`src/rtl/uirq_pkg.sv`:
```
package uirq_pkg;
  localparam int REG_W  = 8;
  localparam int EN_W   = 4;
  localparam int NLATCH = 4;
  localparam int PAD_W  = REG_W - EN_W;

  // latch slot indices
  localparam int SL_LS = 0;
  localparam int SL_TO = 1;
  localparam int SL_TX = 2;
  localparam int SL_MS = 3;

  // enable bit positions
  localparam int EB_RX = 0;
  localparam int EB_TX = 1;
  localparam int EB_LS = 2;
  localparam int EB_MS = 3;

  typedef enum logic [2:0] {
    SRC_NONE, SRC_LS, SRC_RX, SRC_TO, SRC_TX, SRC_MS
  } src_e;

  function automatic logic [2:0] id_bits(src_e s);
    case (s)
      SRC_LS:  return 3'b011;
      SRC_RX:  return 3'b010;
      SRC_TO:  return 3'b110;
      SRC_TX:  return 3'b001;
      default: return 3'b000;
    endcase
  endfunction

  function automatic logic [REG_W-1:0] pack_iir(src_e s, logic fifo_on);
    logic [REG_W-1:0] r;
    r        = '0;
    r[0]     = (s == SRC_NONE);
    r[3:1]   = id_bits(s);
    r[REG_W-1:REG_W-2] = {2{fifo_on}};
    return r;
  endfunction
endpackage

```
`src/rtl/uirq_pend_latch.sv`:
```
module uirq_pend_latch (
  input  logic clk,
  input  logic rst_n,
  input  logic set_i,
  input  logic clr_i,
  output logic pend_o
);
  always_ff @(posedge clk or negedge rst_n) begin
    if (!rst_n)     pend_o <= 1'b0;
    else if (set_i) pend_o <= 1'b1;
    else if (clr_i) pend_o <= 1'b0;
  end


  set_wins_chk: assert property (@(posedge clk) disable iff (!rst_n)
    set_i |=> pend_o);
endmodule

```
`src/rtl/uirq_rise.sv`:
```
module uirq_rise (
  input  logic clk,
  input  logic rst_n,
  input  logic lvl_i,
  output logic rise_o
);
  logic lvl_q;
  always_ff @(posedge clk or negedge rst_n) begin
    if (!rst_n) lvl_q <= 1'b0;
    else        lvl_q <= lvl_i;
  end
  assign rise_o = lvl_i & ~lvl_q;
endmodule

```
`src/rtl/uirq_arbiter.sv`:
```
module uirq_arbiter
  import uirq_pkg::*;
(
  input  logic [EN_W-1:0] en_i,
  input  logic            fifo_on_i,
  input  logic            ls_i,
  input  logic            rx_i,
  input  logic            to_i,
  input  logic            tx_i,
  input  logic            ms_i,
  output src_e            sel_o
);
  always_comb begin
    if (ls_i && en_i[EB_LS])                    sel_o = SRC_LS;
    else if (rx_i && en_i[EB_RX])               sel_o = SRC_RX;
    else if (to_i && fifo_on_i && en_i[EB_RX])  sel_o = SRC_TO;
    else if (tx_i && en_i[EB_TX])               sel_o = SRC_TX;
    else if (ms_i && en_i[EB_MS])               sel_o = SRC_MS;
    else                                        sel_o = SRC_NONE;
  end
endmodule

```
`src/rtl/uirq_ident.sv`:
```
module uirq_ident
  import uirq_pkg::*;
(
  input  logic             clk,
  input  logic             rst_n,
  input  logic             fifo_mode,
  input  logic             ier_wr,
  input  logic [REG_W-1:0] ier_wdata,
  output logic [REG_W-1:0] ier_rdata,
  input  logic             ls_evt,
  input  logic             lsr_rd,
  input  logic             rx_level,
  input  logic             to_evt,
  input  logic             rbr_rd,
  input  logic             thr_empty,
  input  logic             thr_wr,
  input  logic             ms_evt,
  input  logic             msr_rd,
  input  logic             iir_rd,
  output logic [REG_W-1:0] iir_rdata,
  input  logic             irq_gate,
  input  logic             loopback,
  output logic             irq_o,
  output logic             irq_oe
);
  logic [EN_W-1:0]   ier_q;
  logic [NLATCH-1:0] set_v, clr_v, pend_v;
  logic              tx_rise;
  logic              tx_ack;
  src_e              sel;

  always_ff @(posedge clk or negedge rst_n) begin
    if (!rst_n)      ier_q <= '0;
    else if (ier_wr) ier_q <= ier_wdata[EN_W-1:0];
  end
  assign ier_rdata = {{PAD_W{1'b0}}, ier_q};

  uirq_rise tx_edge_i (
    .clk(clk), .rst_n(rst_n), .lvl_i(thr_empty), .rise_o(tx_rise)
  );

  // named internal event: an identification read that reports transmit empty
  assign tx_ack = iir_rd && (sel == SRC_TX);

  assign set_v[SL_LS] = ls_evt;
  assign set_v[SL_TO] = to_evt & fifo_mode;
  assign set_v[SL_TX] = tx_rise;
  assign set_v[SL_MS] = ms_evt;
  assign clr_v[SL_LS] = lsr_rd;
  assign clr_v[SL_TO] = rbr_rd;
  assign clr_v[SL_TX] = thr_wr | tx_ack;
  assign clr_v[SL_MS] = msr_rd;

  for (genvar g = 0; g < NLATCH; g++) begin : g_latch
    uirq_pend_latch latch_i (
      .clk(clk), .rst_n(rst_n),
      .set_i(set_v[g]), .clr_i(clr_v[g]), .pend_o(pend_v[g])
    );
  end

  uirq_arbiter arb_i (
    .en_i(ier_q), .fifo_on_i(fifo_mode),
    .ls_i(pend_v[SL_LS]), .rx_i(rx_level), .to_i(pend_v[SL_TO]),
    .tx_i(pend_v[SL_TX]), .ms_i(pend_v[SL_MS]), .sel_o(sel)
  );

  assign iir_rdata = pack_iir(sel, fifo_mode);
  assign irq_o     = (sel != SRC_NONE);
  assign irq_oe    = irq_gate & ~loopback;


  ls_set_chk: assert property (@(posedge clk) disable iff (!rst_n)
    ls_evt |=> pend_v[SL_LS]);

  ls_top_chk: assert property (@(posedge clk) disable iff (!rst_n)
    (pend_v[SL_LS] && ier_q[EB_LS]) |-> (iir_rdata[3:0] == 4'b0110));

  no_to_char_chk: assert property (@(posedge clk) disable iff (!rst_n)
    !fifo_mode |-> !iir_rdata[3]);

  tx_clr_chk: assert property (@(posedge clk) disable iff (!rst_n)
    (thr_wr && !tx_rise) |=> !pend_v[SL_TX]);

  ms_clr_chk: assert property (@(posedge clk) disable iff (!rst_n)
    (msr_rd && !ms_evt) |=> !pend_v[SL_MS]);

  irq_id_chk: assert property (@(posedge clk) disable iff (!rst_n)
    irq_o |-> !iir_rdata[0]);
endmodule

```
`config.mk`:
```
export PLATFORM = sky130hd
export DESIGN_NAME = uirq_ident
export DESIGN_NICKNAME = d
export VERILOG_FILES = /design/src/rtl/uirq_pkg.sv /design/src/rtl/uirq_pend_latch.sv /design/src/rtl/uirq_rise.sv /design/src/rtl/uirq_arbiter.sv /design/src/rtl/uirq_ident.sv
export SDC_FILE = /design/constraint.sdc
export NUM_CORES = 1
export LEC_CHECK = 0
export ABC_AREA = 1
export BUFFER_PORTS_ARGS = -buffer_cell sky130_fd_sc_hd__buf_2
export CELL_PAD_IN_SITES_DETAIL_PLACEMENT = 1
export CELL_PAD_IN_SITES_GLOBAL_PLACEMENT = 2
export CORE_AREA = 10 10 67 69
export DETAILED_ROUTE_END_ITERATION = 8
export DIE_AREA = 0 0 77 79
export PLACE_DENSITY_LB_ADDON = 0.25
export SETUP_SLACK_MARGIN = 0.3
export SLEW_MARGIN = 15
export SYNTH_ARGS = -nofsm -noshare
export SYNTH_HDL_FRONTEND = slang
export SYNTH_SLANG_ARGS = --single-unit
```
`constraint.sdc`:
```
create_clock -name clk -period 0.8 [get_ports clk]
set_input_delay 0.16 -clock clk [delete_from_list [all_inputs] [get_ports clk]]
set_output_delay 0.16 -clock clk [all_outputs]
set_load 0.02 [all_outputs]
```
==> run metrics, run 1 <==
clock latency on the worst-skew pair 260 ps; P_sw 475 µW; clock network fraction of total power 0.241; Final Hold Fails 9; die height 79 µm; Worst setup EP type primary output; WHS -260 ps; Final setup viols 14; Setup WS post-layout -559 ps; input/output buffers 31; dpl ws -347 ps; first-pass GRT wire length 2.62 mm; worst path required time approximately 640 ps; nets@finish 124; CTS tree yes; Flop pwr share 0.365; share of layout cells above drive strength 1 0.677; RSZ-0062 raised after global routing yes; Yosys reg bits 9; worst min path class in2async; htree depth 1; final worst-path cycle share 1.70; status finished with violations; Seq/Total Area, Yosys 0.436; Yosys cell types 20; DP HPWL 1.41 mm; Max Freq 736 MHz; reg2reg path depth 5; core box area 3230 µm²; Pleak 0.000509 µW; reg-to-reg slack, setup -260 ps; total number of vias 509; VDD IR max 0.663 mV; Yosys warnings 0; FF-to-FF Start ier_q[2]; DR vias/cell roughly 3.5; switching share of total power 0.323; Max Cap Violations 0; Startpoint Class flop; RR Endpoint g_latch[2].latch_i.pend_o; CTS Buffer Depth 2; DRC errors left 0; initial antenna violation count 0; Internal Pwr Total 995 µW; pwr dens 1510 nW/µm²; vias in the first global route 591; Die W slightly below 80 µm; clock skew 7.99 ps; Initial Utilization 0.160; DRT Pass-1 Iters 2; initial drt markers 5; TritonCTS Buffers 3; fin crit period 1360 ps; WL final approximately 1.7 mm; FF/Latch Area around 230 µm²; largest net degree at the start of global routing 10; clock root buffer clkbuf_4; row cnt 21; Routed WL per cell roughly 12 µm; die area 6080 µm²; Overflow after GRT 0; synth-to-layout area growth 88.1%; Post-DRT Antenna Nets 0; CP max FO 5; Final Max Tran Viols 0; critical path type reg2out; global placement routability congestion between 0.7 and 0.8; CTS clock-pin slew for the worst setup and hold paths approximately 70 ps; IO Count 42; GRT Overall Usage 0.0539; area occupied by multi-input gates 255 µm²; most common cell after layout, fill and taps aside buf_6; Logic pwr share 0.394; failing checks hold timing, setup timing; post-synthesis cell area 517 µm²; Crit path arrival time roughly 1200 ps; Sink Count 9; most frequent cells in the layout buf_6, buf_2, inv_1, conb_1, buf_4; Fillers 393; Total Power between 1000 and 1500 µW; # diodes 0; instance count of the mapped netlist 56; Avg Inst Size Synth 9.23 µm²
[routing by layer]
metal  share of wire  wire [µm]  vias up  global-route usage
met3           0.096        161        0              0.0304
li1                -          -      248                   -
met4               0          0        0              0.0219
met1            0.40        674      237              0.0537
met2            0.50        845       24              0.0919
met5               0          0        -                   0
[Yosys cell counts]
library cell  count  area share
a31o_1            1       0.017
buf_4             8        0.12
clkinv_1          1      0.0073
conb_1            1      0.0073
dfrtp_1           9        0.44
inv_1            10       0.073
inv_2             1      0.0073
mux2_1            4       0.087
nand2_1           7       0.051
nand2_2           2       0.024
nand2_4           1       0.022
nand3_1           1      0.0097
nand3_2           1       0.019
nand3b_1          1       0.015
nand4_1           1       0.012
nand4_2           1       0.024
nor2_1            1      0.0073
nor2_2            1       0.012
o21ai_1           1      0.0097
o21bai_1          3       0.044
[metrics by stage]
step | area (µm²) | setup TNS [ps] | instances | util
global placement | 762 | -2000 | 136 | 0.236
floorplan | 564 | -1430 | 61 | -
global route | 972 | -5740 | 145 | 0.301
CTS | 915 | -4660 | 140 | 0.283
finish | 972 | -5030 | 145 | 0.301
detailed placement | 762 | -2140 | 136 | 0.236
[area by class of cell]
class	instances	share of cell area
tap	46	0.0592
sequential	9	0.237
timing repair buffer	42	0.364
multi-input combinational	32	0.263
inverter	12	0.0502
clock buffer	4	0.0270
[how the worst max path moves through the flow]
stage          cells after the start  startpoint  endpoint
6_report                           5    ier_q[0]     irq_o
5_1_grt                            7    ier_q[3]     irq_o
4_1_cts                            7    ier_q[3]     irq_o
3_5_place_dp                       7    ier_q[3]     irq_o
3_3_place_gp                       7    ier_q[3]     irq_o
2_1_floorplan                      6    ier_q[3]     irq_o
[registers in the layout, indices dropped and copies added (netlist names)]
name                    cells
tx_edge_i.lvl_q             1
g_latch.latch_i.pend_o      4
ier_q                       4
[power groups by stage]
stage               combinational, µW  sequential [µW]  clock, µW
finish                            580              536        355
global route                      629              542        405
CTS                               537              538        377
detailed placement                425              537          0
global placement                  419              535          0
floorplan                         238              563          0
[logic make-up (layout without fill, tap and decap cells)]
family | after synthesis | count (layout) | share of synthesized area
compound gates | 5 | 5 | 0.0702
buf+inv | 20 | 58 | 0.203
flops | 9 | 9 | 0.436
mux | 4 | 4 | 0.0872
other cells | 1 | 6 | 0.00726
simple gates | 17 | 17 | 0.196
[worst max-delay path, stage by stage (launching register included)]
cell and delay [ps]:
dfrtp_2 450, nand3_4 120, nand4_4 110, nor2_4 100, inv_2 40, buf_6 120
[repair_timing]
item,4_1_cts,5_1_grt
buffers inserted,0,5
endpoints found under the hold margin,9,9
pin swaps,7,4
setup endpoints to repair,20,20
gates resized for setup,39,5
No activity file was read; power rests on OpenSTA's default activity.
==> run 2, diff against run 1 <==
- CORE_AREA: 10 10 67 69 -> 10 10 62 64
- DIE_AREA: 0 0 77 79 -> 0 0 72 74
- PLACE_DENSITY_LB_ADDON: 0.25 -> 0.1
- clock period: 0.8 -> 1.66 ns (I/O delays scaled with it)
==> run metrics, run 2 (synthesis results as in run 1) <==
status completed; Final setup viols 0; Final Hold Fails 0; Routed WL per cell about 12 µm; clock latency on the worst-skew pair 250 ps; worst path required time 1330 ps; htree depth 1; Die W approximately 70 µm; Crit path arrival time 1220 ps; post-placement cell count about 120; Initial Utilization 0.194; DR vias/cell about 3.8; Fillers 331; CP max FO 5; die height between 70 and 80 µm; input/output buffers 31; Overflow after GRT 0; RSZ-0062 raised after global routing yes; Post-Layout Cell Count 126; total negative slack 0 ps; total number of vias 484; Startpoint Class flop; share of layout cells above drive strength 1 0.547; nets@finish 120; Final Max Tran Viols 0; fin crit period between 1500 and 2000 ps; WL final 1.51 mm; Sink Count 9; DRC errors left 0; clock root buffer clkbuf_4; DRT Pass-1 Iters 2; Post-DRT Antenna Nets 0; die area between 5000 and 6000 µm²; CTS Buffer Depth 2; Worst setup EP type primary output; Placement Cell Area approximately 670 µm²; CTS clock-pin slew for the worst setup and hold paths 60 ps; pwr dens 792 nW/µm²; most common cell after layout, fill and taps aside buf_2; core box area 2660 µm²; initial antenna violation count 0; CTS tree yes; Regs by FF count g_latch.latch_i.pend_o (4), ier_q (4), tx_edge_i.lvl_q (1); first-pass GRT wire length 2.35 mm; GRT Overall Usage 0.0568; TritonCTS Buffers 3; critical path type reg2out; VDD IR max ~0.26 mV; Pleak 0.000452 µW; clock skew 3.22 ps; final worst-path cycle share 0.933; IO Count 42; vias in the first global route approximately 540; largest net degree at the start of global routing 10; initial drt markers 4; most frequent cells in the layout buf_2, inv_1, dfrtp_1; Max Cap Violations 0; synth-to-layout area growth 56.7%; global placement routability congestion 0.674; Max Freq 646 MHz; # diodes 0; row cnt 19; fin area 810 µm²; DP HPWL 1.28 mm; worst min path class in2reg
[run 2: worst max-delay path: stages (launching register included)]
cell and delay, ps:
dfrtp_2 450, nand3_4 110, nand4_4 110, nor2_4 110, inv_2 30, buf_2 150
[run 2: power by group]
| group | leakage (µW) | total [µW] | internal [µW] | switching (µW) |
|---|---|---|---|---|
| registers | 0.000103 | 256 | 239 | 17.3 |
| logic | 0.000334 | 218 | 98.2 | 120 |
| clock network | 0.0000150 | 166 | 92.5 | 73.9 |
| total | 0.000452 | 641 | 429 | 211 |
[run 2: final cells by class]
type / count / area [µm²] / share of cell area
inverter: 12 / 46.3 / 0.0572
sequential: 9 / 226 / 0.280
multi-input combinational: 32 / 236 / 0.292
clock buffer: 4 / 26.3 / 0.0325
timing repair buffer: 38 / 235 / 0.291
tap: 31 / 38.8 / 0.0479
[run 2: metal layers]
| metal | vias to the layer above | part of all wire | track usage |
|---|---|---|---|
| li1 | 237 | - | - |
| met5 | - | 0 | 0 |
| met4 | 0 | 0.022 | 0.0516 |
| met3 | 2 | 0.094 | 0.0239 |
| met2 | 21 | 0.51 | 0.0971 |
| met1 | 224 | 0.37 | 0.0510 |
[run 2: what timing repair did]
item | in CTS | in global routing
endpoints found under the hold margin | 9 | 0
setup endpoints to repair | 5 | 5
pin swaps | 2 | 1
hold buffers | 1 | 0
resized for setup | 12 | 4
setup buffers | 4 | 2
[run 2: path summary, 6_finish.rpt]
kind                            startpoint                        end  slack, ps  cells past startpoint
min in group asynchronous            rst_n  g_latch[1].latch_i.pend_o        460                      2
hold reg to reg            tx_edge_i.lvl_q  g_latch[2].latch_i.pend_o        480                      3
setup / recovery                  ier_q[0]                      irq_o        110                      5
hold / removal                   thr_empty            tx_edge_i.lvl_q        200                      1
max in group asynchronous            rst_n                   ier_q[0]       1000                      2
setup reg to reg                  ier_q[0]  g_latch[2].latch_i.pend_o        660                      4
[run 2: per-stage QoR]
stage	utilization	power [µW]	hold WS, ps	setup slack, ps
after global placement	0.253	430	200	336
final	0.304	641	198	112
after global routing	0.304	688	179	34.7
after CTS	0.295	643	187	87.6
after floorplan	-	375	36.4	338
after detailed placement	0.253	432	200	322
